## src/rtl/acc_alu_pkg.sv

```systemverilog
// Shared constants, opcode encoding and flag layout for the accumulator ALU.
// Assumes an 8-bit datapath split into two BCD nibbles.
package acc_alu_pkg;

    localparam int DATA_W   = 8;
    localparam int NIB_W    = DATA_W / 2;
    localparam int OP_W     = 4;
    localparam int SEL_W    = 3;
    localparam int FLAG_W   = 5;
    localparam int NUM_COND = 1 << SEL_W;
    localparam int NUM_TEST = NUM_COND / 2;

    localparam logic [NIB_W-1:0]  BCD_MAX = NIB_W'(9);
    localparam logic [DATA_W:0]   LO_ADJ  = (DATA_W+1)'(6);
    localparam logic [DATA_W-1:0] HI_ADJ  = DATA_W'(6) << NIB_W;

    typedef enum logic [OP_W-1:0] {
        OP_ADD = 4'd0,
        OP_ADC = 4'd1,
        OP_SUB = 4'd2,
        OP_SBB = 4'd3,
        OP_AND = 4'd4,
        OP_XOR = 4'd5,
        OP_OR  = 4'd6,
        OP_CMP = 4'd7,
        OP_RLC = 4'd8,
        OP_RRC = 4'd9,
        OP_RAL = 4'd10,
        OP_RAR = 4'd11,
        OP_DAA = 4'd12,
        OP_CMA = 4'd13,
        OP_STC = 4'd14,
        OP_CMC = 4'd15
    } op_e;

    typedef struct packed {
        logic s;
        logic z;
        logic ac;
        logic p;
        logic cy;
    } flags_t;

    // Even-parity indicator: 1 when the vector holds an even count of ones.
    function automatic logic even_par(input logic [DATA_W-1:0] v);
        return ~^v;
    endfunction

endpackage

```

## src/rtl/acc_alu_arith.sv

```systemverilog
// Adder-based operations: add, add with carry, subtract, subtract with
// borrow, compare and decimal adjust. One shared 9-bit adder serves the
// binary forms; subtraction is done as acc + ~operand + ~borrow.
// Assumes op is one of the adder-class opcodes; for others output is don't-care.
module acc_alu_arith
    import acc_alu_pkg::*;
(
    input  op_e               op,
    input  logic [DATA_W-1:0] a,
    input  logic [DATA_W-1:0] b,
    input  logic              cy_in,
    input  logic              ac_in,
    output logic [DATA_W-1:0] res,
    output flags_t            flg
);

    logic              is_sub;
    logic              cin;
    logic [DATA_W-1:0] b_eff;
    logic [DATA_W:0]   sum;
    logic              nib_c;
    logic              lo_fix;
    logic [DATA_W:0]   adj1;
    logic              hi_fix;
    logic [DATA_W-1:0] adj2;

    // Shared adder with operand inversion for the subtract forms.
    always_comb begin
        is_sub = (op == OP_SUB) || (op == OP_SBB) || (op == OP_CMP);
        cin    = ((op == OP_ADC) || (op == OP_SBB)) & cy_in;
        b_eff  = is_sub ? ~b : b;
        sum    = {1'b0, a} + {1'b0, b_eff} + {{DATA_W{1'b0}}, (is_sub ? ~cin : cin)};
        nib_c  = a[NIB_W] ^ b_eff[NIB_W] ^ sum[NIB_W];
    end

    // Two-step BCD correction after a binary add.
    always_comb begin
        lo_fix = (a[NIB_W-1:0] > BCD_MAX) | ac_in;
        adj1   = {1'b0, a} + (lo_fix ? LO_ADJ : '0);
        hi_fix = cy_in | adj1[DATA_W] | (adj1[DATA_W-1:NIB_W] > BCD_MAX);
        adj2   = adj1[DATA_W-1:0] + (hi_fix ? HI_ADJ : '0);
    end

    // Result and flag selection for the adder class.
    always_comb begin
        if (op == OP_DAA) begin
            res    = adj2;
            flg.ac = a[NIB_W] ^ adj1[NIB_W];
            flg.cy = hi_fix;
        end else begin
            res    = sum[DATA_W-1:0];
            flg.ac = is_sub ? ~nib_c : nib_c;
            flg.cy = is_sub ? ~sum[DATA_W] : sum[DATA_W];
        end
        flg.s = res[DATA_W-1];
        flg.z = (res == '0);
        flg.p = even_par(res);
    end

endmodule

```

## src/rtl/acc_alu_logic.sv

```systemverilog
// Bitwise, rotate, complement and carry-control operations.
// Assumes op is outside the adder class; such opcodes pass acc and flags through.
module acc_alu_logic
    import acc_alu_pkg::*;
(
    input  op_e               op,
    input  logic [DATA_W-1:0] a,
    input  logic [DATA_W-1:0] b,
    input  flags_t            f,
    output logic [DATA_W-1:0] res,
    output flags_t            flg
);

    logic upd_szp;

    // Per-opcode result and selective flag update.
    always_comb begin
        res     = a;
        flg     = f;
        upd_szp = 1'b0;
        case (op)
            OP_AND: begin
                res = a & b; upd_szp = 1'b1; flg.ac = 1'b1; flg.cy = 1'b0;
            end
            OP_XOR: begin
                res = a ^ b; upd_szp = 1'b1; flg.ac = 1'b0; flg.cy = 1'b0;
            end
            OP_OR: begin
                res = a | b; upd_szp = 1'b1; flg.ac = 1'b0; flg.cy = 1'b0;
            end
            OP_CMA: res = ~a;
            OP_STC: flg.cy = 1'b1;
            OP_CMC: flg.cy = ~f.cy;
            OP_RLC: begin
                res = {a[DATA_W-2:0], a[DATA_W-1]}; flg.cy = a[DATA_W-1];
            end
            OP_RRC: begin
                res = {a[0], a[DATA_W-1:1]}; flg.cy = a[0];
            end
            OP_RAL: begin
                res = {a[DATA_W-2:0], f.cy}; flg.cy = a[DATA_W-1];
            end
            OP_RAR: begin
                res = {f.cy, a[DATA_W-1:1]}; flg.cy = a[0];
            end
            default: ;
        endcase
        if (upd_szp) begin
            flg.s = res[DATA_W-1];
            flg.z = (res == '0);
            flg.p = even_par(res);
        end
    end

endmodule

```

## src/rtl/acc_alu_cond.sv

```systemverilog
// Eight-way branch condition tester. Each tested flag yields a
// "clear" test at an even select and a "set" test at the next odd one.
// Assumes tested = {P, S, Z, CY}, ordered by ascending select pair.
module acc_alu_cond
    import acc_alu_pkg::*;
(
    input  logic [NUM_TEST-1:0] tested,
    input  logic [SEL_W-1:0]    sel,
    output logic                hit
);

    logic [NUM_COND-1:0] tests;

    for (genvar i = 0; i < NUM_TEST; i++) begin : g_pair
        assign tests[2*i]   = ~tested[i];
        assign tests[2*i+1] =  tested[i];
    end

    // Pick the requested test.
    always_comb hit = tests[sel];

endmodule

```

## src/rtl/acc_alu.sv

```systemverilog
// Accumulator ALU top: routes the opcode to the adder or logic unit,
// raises the write strobe, holds the flag register and tests branch
// conditions on it. Assumes the caller drives acc_in/operand stable
// around any edge where exec_en is high.
module acc_alu
    import acc_alu_pkg::*;
(
    input  logic              clk,
    input  logic              rst_n,
    input  logic              exec_en,
    input  logic [OP_W-1:0]   opcode,
    input  logic [DATA_W-1:0] acc_in,
    input  logic [DATA_W-1:0] operand,
    input  logic [SEL_W-1:0]  cond_sel,
    output logic [DATA_W-1:0] result,
    output logic              result_we,
    output logic [FLAG_W-1:0] flags_next,
    output logic [FLAG_W-1:0] flags,
    output logic              cond_true
);

    op_e               op;
    flags_t            flags_q;
    flags_t            ar_flg;
    flags_t            lg_flg;
    flags_t            nx_flg;
    logic [DATA_W-1:0] ar_res;
    logic [DATA_W-1:0] lg_res;
    logic              adder_class;

    assign op = op_e'(opcode);

    acc_alu_arith u_arith (
        .op    (op),
        .a     (acc_in),
        .b     (operand),
        .cy_in (flags_q.cy),
        .ac_in (flags_q.ac),
        .res   (ar_res),
        .flg   (ar_flg)
    );

    acc_alu_logic u_logic (
        .op  (op),
        .a   (acc_in),
        .b   (operand),
        .f   (flags_q),
        .res (lg_res),
        .flg (lg_flg)
    );

    // Choose the unit that owns this opcode and derive the write strobe.
    always_comb begin
        adder_class = (op == OP_ADD) || (op == OP_ADC) || (op == OP_SUB) ||
                      (op == OP_SBB) || (op == OP_CMP) || (op == OP_DAA);
        result      = adder_class ? ar_res : lg_res;
        nx_flg      = adder_class ? ar_flg : lg_flg;
        result_we   = !((op == OP_CMP) || (op == OP_STC) || (op == OP_CMC));
    end

    // Flag register: cleared by reset, loaded on an execute strobe.
    always_ff @(posedge clk) begin
        if (!rst_n)
            flags_q <= '0;
        else if (exec_en)
            flags_q <= nx_flg;
    end

    acc_alu_cond u_cond (
        .tested ({flags_q.p, flags_q.s, flags_q.z, flags_q.cy}),
        .sel    (cond_sel),
        .hit    (cond_true)
    );

    assign flags_next = nx_flg;
    assign flags      = flags_q;

endmodule

```

## config.mk

```make
export PLATFORM = sky130hd
export DESIGN_NAME = acc_alu
export DESIGN_NICKNAME = d
export VERILOG_FILES = /design/src/rtl/acc_alu_pkg.sv /design/src/rtl/acc_alu_arith.sv /design/src/rtl/acc_alu_logic.sv /design/src/rtl/acc_alu_cond.sv /design/src/rtl/acc_alu.sv
export SDC_FILE = /design/constraint.sdc
export NUM_CORES = 1
export LEC_CHECK = 0
export BUFFER_PORTS_ARGS = -buffer_cell sky130_fd_sc_hd__buf_2
export CAP_MARGIN = 20
export CORE_MARGIN = 10
export CORE_UTILIZATION = 50
export DETAILED_ROUTE_END_ITERATION = 8
export HOLD_SLACK_MARGIN = 0.1
export PLACE_DENSITY = 0.76
export SETUP_SLACK_MARGIN = 0.05
export SYNTH_ARGS = -nofsm -noshare
export SYNTH_HDL_FRONTEND = slang
export SYNTH_SLANG_ARGS = --single-unit
export TNS_END_PERCENT = 30
```

## constraint.sdc

```tcl
create_clock -name clk -period 3.8 [get_ports clk]
set_input_delay 0.19 -clock clk [delete_from_list [all_inputs] [get_ports clk]]
set_output_delay 0.19 -clock clk [all_outputs]
set_load 0.05 [all_outputs]
```

==> flow_summary.yaml <==
clock_tree:
  root_buffer: "clkbuf_8"
  cts_made_buffers: 3
  clock-sinks: 5
  h-tree-depth: 1
  tritoncts: "yes"
  path_clk_slew_ps: 50
  cts_buffer_depth: 2
  clk_latency_ps: 240
  cts_hold_buf: 0
floorplanning:
  die_x_um: 87.80
  core-area_um2: 4414
  ios: 46
  num_rows: 24
  start_util_pct: 52.07
  die-area_um2: 7709
  die_h_um: 87.80
placement:
  dp_cells: 440
  post_dp_cell_area_um2: 2909
  port_buffers: 45
  place_congestion: 0.9649
  hpwl_um: 6674
power:
  total_leakage_power_uw: 0.001506
  vdd.ir_drop.worst_v: 0.0002989
  power_uw: 1012
  power_per_cell_area_nw_per_um2: 329.1
sta:
  hold_viol: 0
  slew_viol_final: 0
  finalCritPeriodShare_pct: 113.1
  clock-skew-final_ps: 13.97
  rsz0062_at_grt: "true"
  fmax_mhz: 232.7
  min_period_ps: 4298
  finalSetupTns_ps: -1454
  worst_slack_ps: -498.3
  setup_viol: 6
  slew_headroom_pct: 63.14
  worstMarginPinSlew_ps: 549.2
global_routing:
  grt_pass1_wl_um: 13240
  grt.total_usage_pct: 20.88
  grt_max_degree: 32
  antenna_found_initial: 1
  gr-total-overflow: 0
  grt_pass1_vias: 2679
routing:
  totalWireLength_um: 8282
  viasPerCell: 6.129
  wl_met2_um: 3955
  num_vias: 2752
  drt-initial-drc-count: 437
  firstDrtPassIters: 5
  wl_met3_um: 783
  drc: 0
  wl_met1_um: 3289
  wl_per_cell_um: 18.45
  antenna_left: 0
  top_layer_used: "met5"
final_layout:
  fill_cells: 367
  final_cell_mix: "buf_4 (53), buf_2 (41), nand2_1 (33)"
  final_util_pct: 69.67
  stdcell_area_um2: 3075
  drive_above_1_share_pct: 32.24
  largest_reg_flops: 5
  antenna_cells: 0
  final_cell_count_no_fill: 449
  nets: 462
  layout.cells.most_common: "buf_4"
  syn_to_final_growth_pct: 33.81
run_status:
  violations: "negative setup slack"
  status: "complete, but fails checks"
min_path:
  hp-class: "in2reg"
synth:
  synth_area_leaders: "ha_1 (19%), xnor2_1 (8.4%), mux2i_1 (7.8%), a21oi_1 (6.1%), nand2_1 (5.4%)"
  synth-warning-count: 0
  synth_top_flop_cell: "dfxtp_1"
  ys_types: 53
  synthCells: 315
  synth_seq_cells: 5
  synth.avg_cell_area_um2: 7.297
  syn-cell-area_um2: 2298
  synth_top_area_share_pct: 18.51
  ys_async_sr_fraction_pct: 0
  synth_edf_count: 0
  synth_nets: 379
  seq_area_frac_synth_pct: 4.355
  synth_top_cell_by_area: "ha_1"
setup_path:
  crit_required_ps: 3610
  end_kind: "primary output"
  cp_data_arrival_time_ps: 4110
  crit_fanout: 3
  path_class: "reg2out"
  critPathLaunchType: "flop"
flow_run:
  max-cap-violations: 0
[cells by family after synthesis]
family / after synthesis / synth area share (%)
AOI/OAI and AO/OA: 99 / 27.76
and+or+nand+nor: 86 / 18.89
muxes: 19 / 8.819
xor gates and xnor gates: 25 / 9.526
buffers and inverters: 43 / 8.656
adders and majority gates: 38 / 21.99
DFF: 5 / 4.355
[stage by stage]
step | setup WS, ps | hold slack, ps
after floorplan | -293.7 | 290.2
after global placement | -357.0 | 468.6
after detailed placement | -481.5 | 474.8
after CTS | -493.3 | 242.5
after global routing | -712.5 | 260.6
final | -498.3 | 240.1
[synth_stat cells, types with 3 or more instances]
master / n
buf_4: 4
dfxtp_1: 5
fa_1: 4
or2_2: 3
xor2_1: 3
nand2b_1: 4
o22ai_1: 8
or3_1: 3
o221ai_1: 6
o211ai_1: 3
buf_2: 6
ha_1: 34
clkbuf_1: 7
a21oi_1: 28
nand3_1: 3
o211a_1: 4
nor2b_1: 10
nor2_1: 15
mux2i_1: 18
a31oi_1: 5
nand2_1: 33
a211oi_1: 3
nor3_1: 3
inv_1: 21
o21ai_0: 20
xnor2_1: 22
a2bb2oi_1: 3
[where the power goes]
part | leakage [uW] | total (uW) | internal [uW] | switching, uW
combinational | 0.00144 | 837 | 356 | 481
clock | 0.0000228 | 112 | 73.1 | 38.5
sequential | 0.0000417 | 63.5 | 58.4 | 5.04
[timing repair]
action	4_1_cts	5_1_grt
setup endpoints to repair	7	7
pin swaps	14	6
resized for setup	8	9
cloned	0	0
setup buffers	3	2
[worst paths after layout]
check / start / endpoint / slack [ps] / depth (start not counted)
hold reg to reg: flags[3] / flags[3] / 640 / 2
setup reg to reg: flags[2] / flags[1] / -420 / 22
hold / removal: rst_n / flags[3] / 240 / 2
setup / recovery: flags[2] / flags_next[1] / -500 / 20
[worst max-delay path, stage by stage (launching register included)]
cell      delay, ps
dfxtp_2         320
nand2b_4        130
ha_4            130
inv_2            30
fa_2            340
nand3b_1        200
nor3_2          220
a211oi_2         50
or3_4           370
ha_4            170
fa_2            350
xnor2_2         180
o21a_1          160
nor3_2           40
a31oi_1         190
ha_1            300
xnor2_2         170
xnor2_1         140
nand2_1         110
o21ai_4          90
buf_6           170
[metal layers]
layer	track usage [%]	vias to the layer above
li1	-	1299
met3	3.993	29
met2	36.04	137
met4	4.783	2
met1	25.97	1285
met5	0	-
[area by class of cell]
class                   count  area [um^2]  share of cell area, %
inverters                  22        82.58                  2.685
flip-flops and latches      5        101.3                  3.295
clock buffers               4        45.04                  1.465
repair buffers             99        659.4                  21.44
well taps                  52        65.06                  2.116
multi-input cells         267         2122                  69.00
Note: power is estimated with default switching activity, not from simulation.
